$ cat src/rtl/i2c_bc_pkg.sv
package i2c_bc_pkg;
  localparam int BC_AW = 2;
  localparam int BC_DW = 32;

  localparam logic [BC_AW-1:0] ADDR_CFG  = 2'd0;
  localparam logic [BC_AW-1:0] ADDR_LOAD = 2'd1;
  localparam logic [BC_AW-1:0] ADDR_STAT = 2'd2;
  localparam logic [BC_AW-1:0] ADDR_INT  = 2'd3;

  localparam int CFG_EN_BIT   = 0;
  localparam int CFG_TERM_BIT = 1;
  localparam int CFG_STOP_BIT = 2;
  localparam int CFG_THR_LSB  = 16;
  localparam int LOAD_BIT     = 0;
  localparam int INT_DONE_BIT = 11;

  typedef enum logic [2:0] {
    ST_IDLE,
    ST_LOW,
    ST_HIGH,
    ST_SP1,
    ST_SP2,
    ST_SP3,
    ST_FIN
  } bc_state_e;
endpackage

$ cat src/rtl/i2c_bc_regs.sv
module i2c_bc_regs
  import i2c_bc_pkg::*;
#(
  parameter int THR_W = 8,
  parameter int DW    = BC_DW
) (
  input  logic             clk_i,
  input  logic             rst_ni,
  input  logic             wr_en_i,
  input  logic [BC_AW-1:0] addr_i,
  input  logic [DW-1:0]    wdata_i,
  output logic [DW-1:0]    rdata_o,
  input  logic             busy_i,
  input  logic             done_i,
  input  logic             freed_i,
  output logic             start_o,
  output logic [THR_W-1:0] act_thr_o,
  output logic             act_term_o,
  output logic             act_stop_o,
  output logic             irq_o
);
  logic [THR_W-1:0] stg_thr_q;
  logic             stg_term_q;
  logic             stg_stop_q;
  logic             load_pend_q;
  logic             stat_q;
  logic             intr_q;
  logic             unused_wdata;

  logic wr_cfg, wr_load, wr_int;
  assign wr_cfg  = wr_en_i && (addr_i == ADDR_CFG);
  assign wr_load = wr_en_i && (addr_i == ADDR_LOAD) && wdata_i[LOAD_BIT];
  assign wr_int  = wr_en_i && (addr_i == ADDR_INT) && wdata_i[INT_DONE_BIT];
  assign unused_wdata = ^wdata_i;

  assign start_o = wr_cfg && wdata_i[CFG_EN_BIT] && !busy_i;
  assign irq_o   = intr_q;

  always_ff @(posedge clk_i or negedge rst_ni) begin
    if (!rst_ni) begin
      stg_thr_q   <= '0;
      stg_term_q  <= 1'b0;
      stg_stop_q  <= 1'b0;
      act_thr_o   <= '0;
      act_term_o  <= 1'b0;
      act_stop_o  <= 1'b0;
      load_pend_q <= 1'b0;
      stat_q      <= 1'b0;
      intr_q      <= 1'b0;
    end else begin
      if (wr_cfg) begin
        stg_thr_q  <= wdata_i[CFG_THR_LSB +: THR_W];
        stg_term_q <= wdata_i[CFG_TERM_BIT];
        stg_stop_q <= wdata_i[CFG_STOP_BIT];
      end
      // commit deferred while a run is using the active copy
      if (load_pend_q && !busy_i) begin
        act_thr_o   <= stg_thr_q;
        act_term_o  <= stg_term_q;
        act_stop_o  <= stg_stop_q;
        load_pend_q <= 1'b0;
      end
      if (wr_load) load_pend_q <= 1'b1;
      if (done_i) stat_q <= freed_i;
      if (wr_int) intr_q <= 1'b0;
      if (done_i) intr_q <= 1'b1;
    end
  end

  always_comb begin
    rdata_o = '0;
    unique case (addr_i)
      ADDR_CFG: begin
        rdata_o[CFG_THR_LSB +: THR_W] = stg_thr_q;
        rdata_o[CFG_STOP_BIT]         = stg_stop_q;
        rdata_o[CFG_TERM_BIT]         = stg_term_q;
        rdata_o[CFG_EN_BIT]           = busy_i;
      end
      ADDR_LOAD: rdata_o[LOAD_BIT]     = load_pend_q;
      ADDR_STAT: rdata_o[0]            = stat_q;
      default:   rdata_o[INT_DONE_BIT] = intr_q;
    endcase
  end

  a_r2_load_commits: assert property (@(posedge clk_i) disable iff (!rst_ni)
    load_pend_q && !busy_i && !wr_load |=> !load_pend_q);
  a_r3_active_stable: assert property (@(posedge clk_i) disable iff (!rst_ni)
    busy_i && $past(busy_i) |-> $stable(act_thr_o) && $stable(act_term_o) && $stable(act_stop_o));
  a_r10_done_sets_irq: assert property (@(posedge clk_i) disable iff (!rst_ni)
    done_i |=> irq_o);
  a_r4_no_restart: assert property (@(posedge clk_i) disable iff (!rst_ni)
    busy_i |-> !start_o);
endmodule

$ cat src/rtl/i2c_bc_engine.sv
module i2c_bc_engine
  import i2c_bc_pkg::*;
#(
  parameter int THR_W = 8
) (
  input  logic             clk_i,
  input  logic             rst_ni,
  input  logic             tick_i,
  input  logic             start_i,
  input  logic [THR_W-1:0] thr_i,
  input  logic             term_i,
  input  logic             stop_i,
  input  logic             sda_i,
  output logic             scl_low_o,
  output logic             sda_low_o,
  output logic             busy_o,
  output logic             done_o,
  output logic             freed_o
);
  bc_state_e        state_q;
  logic [THR_W-1:0] cnt_q;
  logic [THR_W-1:0] cnt_nxt;
  logic             samp_q;
  logic             last_pulse;

  assign cnt_nxt    = cnt_q + 1'b1;
  assign last_pulse = (term_i && sda_i) || (cnt_nxt == thr_i);

  always_ff @(posedge clk_i or negedge rst_ni) begin
    if (!rst_ni) begin
      state_q <= ST_IDLE;
      cnt_q   <= '0;
      samp_q  <= 1'b0;
    end else begin
      unique case (state_q)
        ST_IDLE: if (start_i) begin
          cnt_q <= '0;
          if (thr_i == '0) begin
            samp_q  <= sda_i;
            state_q <= ST_FIN;
          end else begin
            state_q <= ST_LOW;
          end
        end
        ST_LOW:  if (tick_i) state_q <= ST_HIGH;
        ST_HIGH: if (tick_i) begin
          samp_q <= sda_i;
          cnt_q  <= cnt_nxt;
          if (last_pulse) state_q <= stop_i ? ST_SP1 : ST_FIN;
          else            state_q <= ST_LOW;
        end
        ST_SP1:  if (tick_i) state_q <= ST_SP2;
        ST_SP2:  if (tick_i) state_q <= ST_SP3;
        ST_SP3:  if (tick_i) state_q <= ST_FIN;
        default: state_q <= ST_IDLE;
      endcase
    end
  end

  assign scl_low_o = (state_q == ST_LOW) || (state_q == ST_SP1);
  assign sda_low_o = (state_q == ST_SP1) || (state_q == ST_SP2);
  assign busy_o    = (state_q != ST_IDLE);
  assign done_o    = (state_q == ST_FIN);
  assign freed_o   = samp_q;

  a_r4_done_ends_run: assert property (@(posedge clk_i) disable iff (!rst_ni)
    done_o |=> !busy_o);
  a_r5_cnt_bound: assert property (@(posedge clk_i) disable iff (!rst_ni)
    busy_o && (thr_i != '0) |-> cnt_q <= thr_i);
  a_r8_sda_only_stop: assert property (@(posedge clk_i) disable iff (!rst_ni)
    sda_low_o |-> stop_i);
  a_r1_idle_released: assert property (@(posedge clk_i) disable iff (!rst_ni)
    !busy_o |-> !scl_low_o && !sda_low_o);
endmodule

$ cat src/rtl/i2c_bus_clear.sv
module i2c_bus_clear
  import i2c_bc_pkg::*;
#(
  parameter int THR_W = 8
) (
  input  logic             clk_i,
  input  logic             rst_ni,
  input  logic             tick_i,
  input  logic             wr_en_i,
  input  logic [BC_AW-1:0] addr_i,
  input  logic [BC_DW-1:0] wdata_i,
  output logic [BC_DW-1:0] rdata_o,
  input  logic             sda_i,
  output logic             scl_low_o,
  output logic             sda_low_o,
  output logic             irq_o
);
  logic             start, busy, done, freed;
  logic [THR_W-1:0] act_thr;
  logic             act_term, act_stop;

  i2c_bc_regs #(.THR_W(THR_W), .DW(BC_DW)) u_regs (
    .clk_i, .rst_ni, .wr_en_i, .addr_i, .wdata_i, .rdata_o,
    .busy_i(busy), .done_i(done), .freed_i(freed), .start_o(start),
    .act_thr_o(act_thr), .act_term_o(act_term), .act_stop_o(act_stop),
    .irq_o
  );

  i2c_bc_engine #(.THR_W(THR_W)) u_engine (
    .clk_i, .rst_ni, .tick_i, .start_i(start),
    .thr_i(act_thr), .term_i(act_term), .stop_i(act_stop), .sda_i,
    .scl_low_o, .sda_low_o, .busy_o(busy), .done_o(done), .freed_o(freed)
  );
endmodule

$ cat config.mk
export PLATFORM = sky130hd
export DESIGN_NAME = i2c_bus_clear
export DESIGN_NICKNAME = d
export VERILOG_FILES = /design/src/rtl/i2c_bc_pkg.sv /design/src/rtl/i2c_bc_regs.sv /design/src/rtl/i2c_bc_engine.sv /design/src/rtl/i2c_bus_clear.sv
export SDC_FILE = /design/constraint.sdc
export NUM_CORES = 1
export LEC_CHECK = 0
export ABC_AREA = 1
export BUFFER_PORTS_ARGS = -buffer_cell sky130_fd_sc_hd__buf_4
export CORE_ASPECT_RATIO = 0.8
export CORE_MARGIN = 2
export CORE_UTILIZATION = 53
export DETAILED_ROUTE_END_ITERATION = 8
export GPL_TIMING_DRIVEN = 0
export PLACE_DENSITY = 0.88
export SLEW_MARGIN = 10
export SYNTH_ARGS = -nofsm -noshare
export SYNTH_HDL_FRONTEND = slang
export SYNTH_SLANG_ARGS = --single-unit
$ cat constraint.sdc
create_clock -name clk_i -period 3.2 [get_ports clk_i]
set_input_delay 0.48 -clock clk_i [delete_from_list [all_inputs] [get_ports clk_i]]
set_output_delay 0.48 -clock clk_i [all_outputs]
set_load 0.03 [all_outputs]
==> metrics.md, run 1 <==
| Metric | Value |
|---|---|
| Final setup vio count | 0 |
| Grt total ovfl | 0 |
| Initial antenna violation count | 0 |
| Fin cells | 399 |
| Largest net degree at the start of global routing | 36 |
| CTS clk-pin slew, worst paths | roughly 0.070 ns |
| RSZ-0062 raised after global routing | no |
| CTS tree | yes |
| Register-to-Register Path Depth | 15 |
| Worst endpoint data arrival time | about 1.5 ns |
| Clock Tree Root | clkbuf_8 |
| Cells after DPL | about 390 |
| Routed len/inst | between 10 and 15 um |
| Final core occ | 0.667 |
| TritonCTS Sinks | 35 |
| # diodes | 0 |
| Worst VDD drop | 0.418 mV |
| Die height | just under 60 um |
| Req. time, crit path | between 2 and 3 ns |
| DP Area | 2420 um2 |
| Clk Latency, worst-skew pair | between 0.2 and 0.3 ns |
| Core area | 3750 um2 |
| GR Util All Layers | 0.210 |
| Post-Route WL | ~4300 um |
| Synth Flop Type | dfrtp_1 |
| Post-route DRC | 0 |
| Setup TNS | 0 ns |
| Yosys cell types | 21 |
| Most used cell, CP | nor2_1 |
| Max incr delay on CP | 0.43 ns |
| RR Startpoint | u_engine.cnt_q[0]$_DFFE_PN0P_ |
| Nets | between 300 and 400 |
| Worst r2r dst | u_engine.state_q[0]$_DFFE_PN0P_ |
| Syn Inst Count | between 200 and 300 |
| Synth Register Bits | 35 |
| # rows | 20 |
| Avg Vias per Cell | roughly 4.8 |
| Die area | 4380 um2 |
| Syn. warnings | 0 |
| LEAKAGE | approximately 1.4 nW |
| Async set-reset flop share out of synthesis | 1.00 |
| # H-tree levels | 2 |
| Share of post-route cells with drive strength above 1 | 0.192 |
| Pwr Total | between 1.5 and 2 mW |
| Status | completed |
| Critical path peak fanout | 5 |
| Gpl congestion | roughly 0.88 |
| Crit end category | output port |
| Syn_area_per_cell | 6.94 um2 |
| Cell area after layout | between 2000 and 3000 um2 |
| Reg2reg setup slack | around 1.3 ns |
| Total CTS buffers | 5 |
| DR vias | between 1,500 and 2,000 |
| Final slew viol count | 0 |
| Final worst setup slack | ~1.2 ns |
| Min cycle time layout | approximately 2.0 ns |
| Pre-Repair DR Iteration Count | 6 |
| Clock buffer depth | 2 |
| I/O pins | 74 |
| Hold_buf cts | 0 |
| Max-cap violations | 0 |
| Vias in the first global route | 1,686 |
| Pwr Density | between 600 and 700 nW/um2 |
| Crit Path Category | flop to output port |
| P&R area growth vs syn | 22.4% |
| CP Cell Sequence | nor2_1 -> inv_1 -> nor2_1 -> o211ai_1 -> buf_4 |
| Synthesized cell area | about 2000 um2 |
| Post-CTS Setup Bufs | 0 |
| First-pass GRT wire length | between 7000 and 8000 um |
| DIE WIDTH | 73.5 um |
| CP startpoint kind | flop |
| Starting DRT DRC Count | slightly above 100 |
| Clk_skew | just over 0.009 ns |
| Register area share after synthesis | 0.428 |
| Fin crit share | 0.615 |
| EDFF count, synth | 0 |
| Fmax | 0.508 GHz |
| Initial Util | 0.545 |
| Antenna-violating nets left | 0 |
| Hold WC Path Type | input port to asynchronous set/reset pin |
| Port Buffers | 33 |
| Hold WS | ~0.13 ns |
| Post-CTS resize count | 0 |
| Setup WS pre-CTS | 1.32 ns |
| Placed wire-length estimate | roughly 3200 um |
| Crit-path slowest cell | dfrtp_1 |
| Final hold vios | 0 |
[layout by cell type (no fill, tap or decap), types with 5 or more instances in the layout]
master	synthesis	routed
nor2_1	38	38
a21oi_1	11	11
dfrtp_1	35	35
o21ai_0	19	19
buf_4	20	53
clkbuf_8	0	5
nand2_1	78	78
nand3_1	26	26
conb_1	1	20
inv_1	46	46
[state kept, by name, summed over array words and instances (netlist names)]
| register | flops |
|---|---|
| u_engine.cnt_q | 8 |
| u_engine.freed_o | 1 |
| u_engine.state_q | 3 |
| u_regs.act_stop_o | 1 |
| u_regs.act_term_o | 1 |
| u_regs.act_thr_o | 8 |
| u_regs.irq_o | 1 |
| u_regs.load_pend_q | 1 |
| u_regs.stat_q | 1 |
| u_regs.stg_stop_q | 1 |
| u_regs.stg_term_q | 1 |
| u_regs.stg_thr_q | 8 |
[worst max-delay path by stage]
stage / start / to / slack [ns] / depth (start not counted)
3_3_place_gp: addr_i[0] / rdata_o[22] / 1.35 / 6
6_report: u_engine.state_q[2]$_DFFE_PN0P_ / rdata_o[0] / 1.23 / 5
2_1_floorplan: addr_i[0] / rdata_o[16] / 1.42 / 4
4_1_cts: u_engine.state_q[0]$_DFFE_PN0P_ / rdata_o[0] / 1.23 / 5
5_1_grt: u_engine.cnt_q[0]$_DFFE_PN0P_ / u_engine.state_q[0]$_DFFE_PN0P_ / 1.12 / 15
3_5_place_dp: addr_i[0] / rdata_o[19] / 1.32 / 6
[cell type report]
| type | instances | area [um2] |
|---|---|---|
| buffer | 25 | 171 |
| clock buffer | 5 | 68.8 |
| clock inverter | 3 | 15.0 |
| fill | 314 | 1250 |
| inverter | 46 | 173 |
| multi-input combinational | 208 | 898 |
| sequential | 35 | 876 |
| tap | 44 | 55.1 |
| timing repair buffer | 33 | 248 |
[critical path, delay by kind of cell, from the launching register on]
kind	cells	cell delay, ns
AND/OR/NAND/NOR	2	0.35
buffers and inverters	2	0.28
flip-flops	1	0.43
AO/OA/AOI/OAI	1	0.13
[metal layers]
layer  track usage  vias to the layer above  part of all wire
met3        0.0306                        7             0.057
met4        0.0961                        0             0.019
met2         0.338                       71              0.46
met5             0                        -                 0
met1         0.283                      829              0.47
li1              -                      994                 -
[power by group]
group          switching [mW]  leakage, nW  internal [mW]  total (mW)
Combinational           0.464        0.936          0.240       0.704
Sequential             0.0854        0.423          0.573       0.659
Clock                   0.165       0.0477          0.149       0.314
[kinds of logic after synthesis]
family                     share of synthesized area
and+or+nand+nor                                0.301
adders and majority gates                    0.00611
buffers and inverters                          0.168
other                                        0.00183
AOI/OAI and AO/OA                             0.0954
DFF                                            0.428
[Yosys cell counts, types with 3 or more instances]
cell type,number,area share
a21oi_1,11,0.027
buf_4,20,0.073
clkbuf_1,3,0.0055
dfrtp_1,35,0.43
inv_1,46,0.084
nand2_1,78,0.14
nand3_1,26,0.064
nand4_1,3,0.0092
nor2_1,38,0.070
nor2_2,4,0.012
o21ai_0,19,0.046
o22ai_1,3,0.0092
Power figures use the tool's default switching activity.
==> inputs of run 2 (changes only) <==
- ABC_AREA: 1 -> 0
- CORE_UTILIZATION: 53 -> 45
- PLACE_DENSITY: 0.88 -> 0.79
- clock period: 3.2 -> 1.8 ns (I/O delays scaled with it)
==> metrics.md, run 2 <==
| Metric | Value |
|---|---|
| Antenna-violating nets left | 0 |
| Setup WS pre-CTS | -0.333 ns |
| LEAKAGE | between 1 and 1.5 nW |
| Clock Tree Root | clkbuf_8 |
| Slew @ Worst Pin | around 0.63 ns |
| Die height | approximately 65 um |
| Worst VDD drop | ~0.77 mV |
| Fin crit share | 1.05 |
| Placed wire-length estimate | 3130 um |
| Worst r2r dst | u_engine.state_q[1]$_DFFE_PN0P_ |
| Port Buffers | 33 |
| RR Startpoint | u_engine.cnt_q[4]$_DFFE_PN0P_ |
| Yosys cell types | 51 |
| Core area | around 4500 um2 |
| First-pass GRT wire length | 7540 um |
| Synthesized cell area | roughly 2100 um2 |
| Post-route DRC | 0 |
| Synth Flop Type | dfrtp_1 |
| Share of post-route cells with drive strength above 1 | 0.443 |
| Vias in the first global route | 1,608 |
| GR Util All Layers | 0.185 |
| Register area share after synthesis | 0.420 |
| CTS clk-pin slew, worst paths | approximately 0.08 ns |
| Gpl congestion | around 0.85 |
| Met2 WL post-DR | 2240 um |
| Starting DRT DRC Count | 166 |
| Hold-critical path endpoint | u_regs.stg_thr_q[3]$_DFFE_PN0P_ |
| Crit path buf inv count | 1 |
| Max incr delay on CP | roughly 0.39 ns |
| DIE WIDTH | roughly 80 um |
| Metal-1 WL | 2060 um |
| Crit end category | flop |
| Failing checks | negative setup slack |
| Routed len/inst | 14.1 um |
| Pre-Repair DR Iteration Count | 4 |
| Clk_skew | 0.00496 ns |
| Register-to-Register Path Depth | 7 |
| CTS tree | yes |
| Final setup vio count | 3 |
| P&R area growth vs syn | 30.6% |
| CP startpoint kind | flop |
| Max-cap violations | 0 |
| DR top layer | met4 |
| Post-synth top area share | 0.420 |
| Clk Latency, worst-skew pair | 0.29 ns |
| EDFF count, synth | 0 |
| Final core occ | 0.603 |
| Syn_area_per_cell | 9.93 um2 |
| Worst hold path depth | 2 |
| Crit-path slowest cell | dfrtp_1 |
| Clock buffer depth | 2 |
| Min cycle time layout | around 1.9 ns |
| CP Cell Sequence | buf_8 -> and3_4 -> o211ai_1 -> o21ai_2 -> nor4_4 -> a32oi_2 -> o41ai_2 |
| Req. time, crit path | 1.99 ns |
| Reg2reg setup slack | -0.1 ns |
| # rows | 22 |
| Syn Inst Count | 210 |
| Hold WC Path Type | input port to flop |
| Critical path peak fanout | 9 |
| Post-synth top cells | dfrtp_1 (35), mux2_2 (21), buf_4 (20) |
| Final hold vios | 0 |
| Initial antenna violation count | 0 |
| Grt total ovfl | 0 |
| Final slew viol count | 0 |
| # diodes | 0 |
| Die area | roughly 5200 um2 |
| Largest net degree at the start of global routing | 36 |
| Synth area leader | dfrtp_1 |
| TritonCTS Sinks | 35 |
| RSZ-0062 raised after global routing | yes |
| Fmax | about 0.53 GHz |
| Hold_sp | wdata_i[19] |
| DR vias | about 1,800 |
| Post-Route WL | between 4000 and 5000 um |
| Initial Util | 0.462 |
| Metal3 WL | approximately 280 um |
| I/O pins | 74 |
| Most frequent cells in the layout | buf_4 (56), dfrtp_1 (31), mux2_2 (21), conb_1 (20), nand2_1 (14) |
| Status | finished with violations |
| Syn. warnings | 0 |
| Synth Register Bits | 35 |
| Pwr Density | approximately 1300 nW/um2 |
| Crit path depth | 7 |
| Async set-reset flop share out of synthesis | 1.00 |
| Largest regs | u_engine.cnt_q: 8 flops, u_regs.act_thr_o: 8 flops, u_regs.stg_thr_q: 8 flops |
| Final worst setup slack | -0.0964 ns |
| Total CTS buffers | 5 |
| Most common library cell in the layout ignoring fill and taps | buf_4 |
| Crit Path Category | flop to flop |
| Count leader, synth | dfrtp_1 |
| Critical Path Source | u_engine.cnt_q[4]$_DFFE_PN0P_ |
| Avg Vias per Cell | 5.29 |
| Worst endpoint data arrival time | 2.08 ns |
| Nets | roughly 310 |
| Max-slew headroom | 0.575 |
| Synth area leaders | dfrtp_1 (42%), mux2_2 (11%), buf_4 (7.2%) |
| # H-tree levels | 2 |
| Family with the most delay on the worst path | compound AO/OA/AOI/OAI gates |
run 2: layout make-up:
cell class                      instances  area (um2)
Buffer                                 25         193
Fill cell                             396        1790
Clock buffer                            5        68.8
Clock inverter                          3        20.0
Timing Repair Buffer                   37         280
Tap cell                               60        75.1
Inverter                                4        15.0
Sequential cell                        35         881
Multi-Input combinational cell        164        1190
run 2: per-stage QoR:
step                      std cells  setup TNS, ns  power [mW]  instance area, um2  hold slack [ns]
after detailed placement        322         -0.921        2.60                2480            0.244
final                           333         -0.149        3.44                2720            0.206
after global placement          322         -0.549        2.55                2480            0.247
after global routing            333         -0.437        3.65                2720            0.205
after CTS                       331        -0.0863        3.24                2620            0.202
after floorplan                 229              0        2.24                2160          -0.0256
run 2: metal layers:
metal  track usage  vias to the layer above
met2         0.302                       80
li1              -                      835
met4        0.0593                        0
met5             0                        -
met3        0.0376                       12
met1         0.247                      833
run 2: kinds of logic (layout without fill, tap and decap cells):
group / after synthesis / in the layout / share of synthesized area
compound gates: 41 / 41 / 0.137
xor+xnor: 7 / 7 / 0.0294
fa+ha+maj: 1 / 1 / 0.00600
buf+inv: 30 / 74 / 0.0996
flops: 35 / 35 / 0.420
mux: 22 / 22 / 0.118
other cells: 1 / 20 / 0.00180
simple gates: 73 / 73 / 0.188
run 2: how the worst max path moves through the flow:
stage	end	slack (ns)
after floorplan	u_engine.state_q[2]$_DFFE_PN0P_	0.02
after global placement	u_engine.state_q[2]$_DFFE_PN0P_	-0.19
after detailed placement	u_engine.state_q[1]$_DFFE_PN0P_	-0.33
after CTS	u_engine.state_q[1]$_DFFE_PN0P_	-0.08
after global routing	u_engine.state_q[1]$_DFFE_PN0P_	-0.18
final	u_engine.state_q[1]$_DFFE_PN0P_	-0.1
run 2: power breakdown:
part / switching [mW] / internal, mW / leakage [nW]
Combinational: 0.790 / 0.722 / 0.749
Sequential: 0.306 / 1.05 / 0.433
Clock: 0.306 / 0.269 / 0.0402
run 2: timing repair:
action / CTS / global route
hold buffers: 1 / 0
pin swaps: 2 / 2
setup buffers: 1 / 2
endpoints found under the hold margin: 35 / 0
gates resized for setup: 10 / 25
setup endpoints to repair: 12 / 9
==> inputs of run 3 (changes only) <==
- CORE_UTILIZATION: 45 -> 47
- CTS_BUF_LIST: default -> sky130_fd_sc_hd__clkbuf_8
- PLACE_DENSITY: 0.79 -> 0.82
- SYNTH_HIERARCHICAL: default -> 1
==> metrics.md, run 3 <==
| Metric | Value |
|---|---|
| Antenna-violating nets left | 0 |
| Count leader, synth | dfrtp_1 |
| Pre-Repair DR Iteration Count | 4 |
| Placed wire-length estimate | ~3300 um |
| TritonCTS Sinks | 35 |
| Hold_sp | wdata_i[2] |
| Die height | 64.6 um |
| Clk_skew | between 0.004 and 0.005 ns |
| LEAKAGE | 1.35 nW |
| Max incr delay on CP | approximately 0.46 ns |
| Syn. warnings | 6 |
| # diodes | 0 |
| Die area | roughly 5100 um2 |
| CTS tree | yes |
| Final worst setup slack | -0.273 ns |
| Gpl congestion | around 0.9 |
| Failing checks | negative setup slack |
| Most common library cell in the layout ignoring fill and taps | buf_4 |
| Clk Latency, worst-skew pair | 0.28 ns |
| Hold WC Path Type | input port to flop |
| # rows | 22 |
| Max-cap violations | 0 |
| Synth Register Bits | 35 |
| P&R area growth vs syn | 35.0% |
| Crit end category | flop |
| Post-route DRC | 0 |
| Initial antenna violation count | 0 |
| Total CTS buffers | 5 |
| # H-tree levels | 2 |
| Synth area leaders | dfrtp_1 (41%), buf_4 (7.3%), mux2_4 (7.0%) |
| Crit Path Category | flop to flop |
| Avg Vias per Cell | approximately 5.3 |
| Vias in the first global route | between 1,500 and 2,000 |
| Critical Path Source | u_engine/state_q[2]$_DFFE_PN0P_ |
| Grt total ovfl | 0 |
| Critical path peak fanout | 5 |
| Pwr Total | a little over 4 mW |
| Yosys cell types | 53 |
| Register area share after synthesis | 0.406 |
| Final hold vios | 0 |
| DR vias | 1,818 |
| Post-Route WL | roughly 5000 um |
| Initial Util | 0.480 |
| Synth area leader | dfrtp_1 |
| RSZ-0062 raised after global routing | yes |
| Port Buffers | 33 |
| Largest regs | u_engine/cnt_q: 8 flops, u_regs/act_thr_o: 8 flops, u_regs/stg_thr_q: 8 flops |
| Hold-critical path endpoint | u_regs/stg_stop_q$_DFFE_PN0P_ |
| Min cycle time layout | around 2.1 ns |
| Syn Inst Count | 210 |
| CP startpoint kind | flop |
| Crit-path slowest cell | dfrtp_2 |
| Reg2reg setup slack | -0.27 ns |
| CTS clk-pin slew, worst paths | around 0.070 ns |
| GR Util All Layers | 0.191 |
| Fin crit share | 1.15 |
| Worst VDD drop | ~0.75 mV |
| Syn_area_per_cell | ~10 um2 |
| Synthesized cell area | between 2000 and 2500 um2 |
| Largest net degree at the start of global routing | 36 |
| Final slew viol count | 0 |
| Crit path buf inv count | 1 |
| Most frequent cells in the layout | buf_4 (65), dfrtp_1 (30), conb_1 (20), nor2_1 (14), nand2_1 (13) |
| Post-synth top cells | dfrtp_1 (35), buf_4 (21), nor2_1 (15) |
| EDFF count, synth | 0 |
| Pwr Density | about 1400 nW/um2 |
| Share of post-route cells with drive strength above 1 | 0.426 |
| Final setup vio count | 6 |
| I/O pins | 74 |
| First-pass GRT wire length | approximately 7700 um |
| Routed len/inst | about 14 um |
| Final core occ | 0.649 |
| Req. time, crit path | 2.00 ns |
| Fmax | a little under 0.5 GHz |
| Clock Tree Root | clkbuf_8 |
| DIE WIDTH | ~80 um |
| Slew @ Worst Pin | ~0.60 ns |
| Synth Flop Type | dfrtp_1 |
| CP Cell Sequence | nor3_4 -> inv_2 -> nor4_4 -> a31oi_1 -> o32a_1 -> a21boi_0 -> nor3_2 |
| Worst hold path depth | 2 |
| Max-slew headroom | 0.594 |
| Worst endpoint data arrival time | about 2.3 ns |
| Starting DRT DRC Count | 206 |
| RR Startpoint | u_engine/state_q[2]$_DFFE_PN0P_ |
| Post-synth top area share | 0.406 |
| Nets | around 320 |
| Worst r2r dst | u_engine/state_q[1]$_DFFE_PN0P_ |
| Async set-reset flop share out of synthesis | 1.00 |
| Setup WS pre-CTS | -0.405 ns |
| Register-to-Register Path Depth | 7 |
| Family with the most delay on the worst path | simple AND/OR/NAND/NOR gates |
| Status | finished with violations |
| Core area | about 4500 um2 |
| Clock buffer depth | 2 |
[run 3: changes by cell type in the layout (fill, tap and decap cells not counted), moves of 5 or more]
cell and change:
mux2_1 +10, mux2_2 -20, buf_4 +9, o21ai_0 -5
buf_6 +5, o21ai_1 +5, mux2_4 +11
[run 3: area by class of cell]
class | count | area (um2)
inverters | 6 | 22.5
repair buffers | 47 | 363
well taps | 60 | 75.1
flip-flops and latches | 35 | 882
clock inverters | 2 | 37.5
plain buffers | 27 | 205
fillers | 357 | 1580
clock buffers | 5 | 68.8
multi-input cells | 160 | 1260
[run 3: kinds of logic (layout without fill, tap and decap cells)]
logic type	after synthesis	after routing	share of synthesized area
and+or+nand+nor	63	63	0.163
AOI/OAI and AO/OA	39	39	0.125
DFF	35	35	0.406
buffers and inverters	34	87	0.103
muxes	26	26	0.151
xor gates and xnor gates	11	11	0.0447
adders and majority gates	1	1	0.00580
other	1	20	0.00174
[run 3: worst max-delay path by stage]
stage / end / slack, ns / cells past startpoint
finish: u_engine/state_q[1]$_DFFE_PN0P_ / -0.27 / 7
global route: u_engine/state_q[1]$_DFFE_PN0P_ / -0.37 / 7
CTS: u_engine/state_q[0]$_DFFE_PN0P_ / -0.23 / 7
detailed placement: u_engine/state_q[0]$_DFFE_PN0P_ / -0.40 / 7
global placement: u_engine/state_q[0]$_DFFE_PN0P_ / -0.39 / 7
floorplan: u_engine/state_q[0]$_DFFE_PN0P_ / -0.26 / 7
[run 3: layer usage]
metal,track usage,wire [um]
met1,0.242,2100
met2,0.330,2390
met3,0.0390,296
met4,0.0582,161
met5,0,0
[run 3: report_power, final]
part,leakage (nW),internal [mW],switching (mW)
clock network,0.0502,0.405,0.285
registers,0.431,1.08,0.312
logic,0.874,0.946,1.00
[run 3: through the flow]
stage	setup TNS [ns]	instance area, um2	hold slack (ns)	cells
after global routing	-1.53	2910	0.204	342
after detailed placement	-2.00	2590	0.247	322
after floorplan	-0.607	2260	-0.0256	229
after global placement	-1.85	2590	0.245	322
final	-0.935	2910	0.212	342
after CTS	-0.827	2810	0.209	337
[run 3: timing repair]
item	4_1_cts	5_1_grt
hold buffers	1	0
pin swaps	4	5
gates resized for setup	15	18
setup buffers	7	6
hold endpoints to repair	35	0
endpoints found under the setup margin	14	11
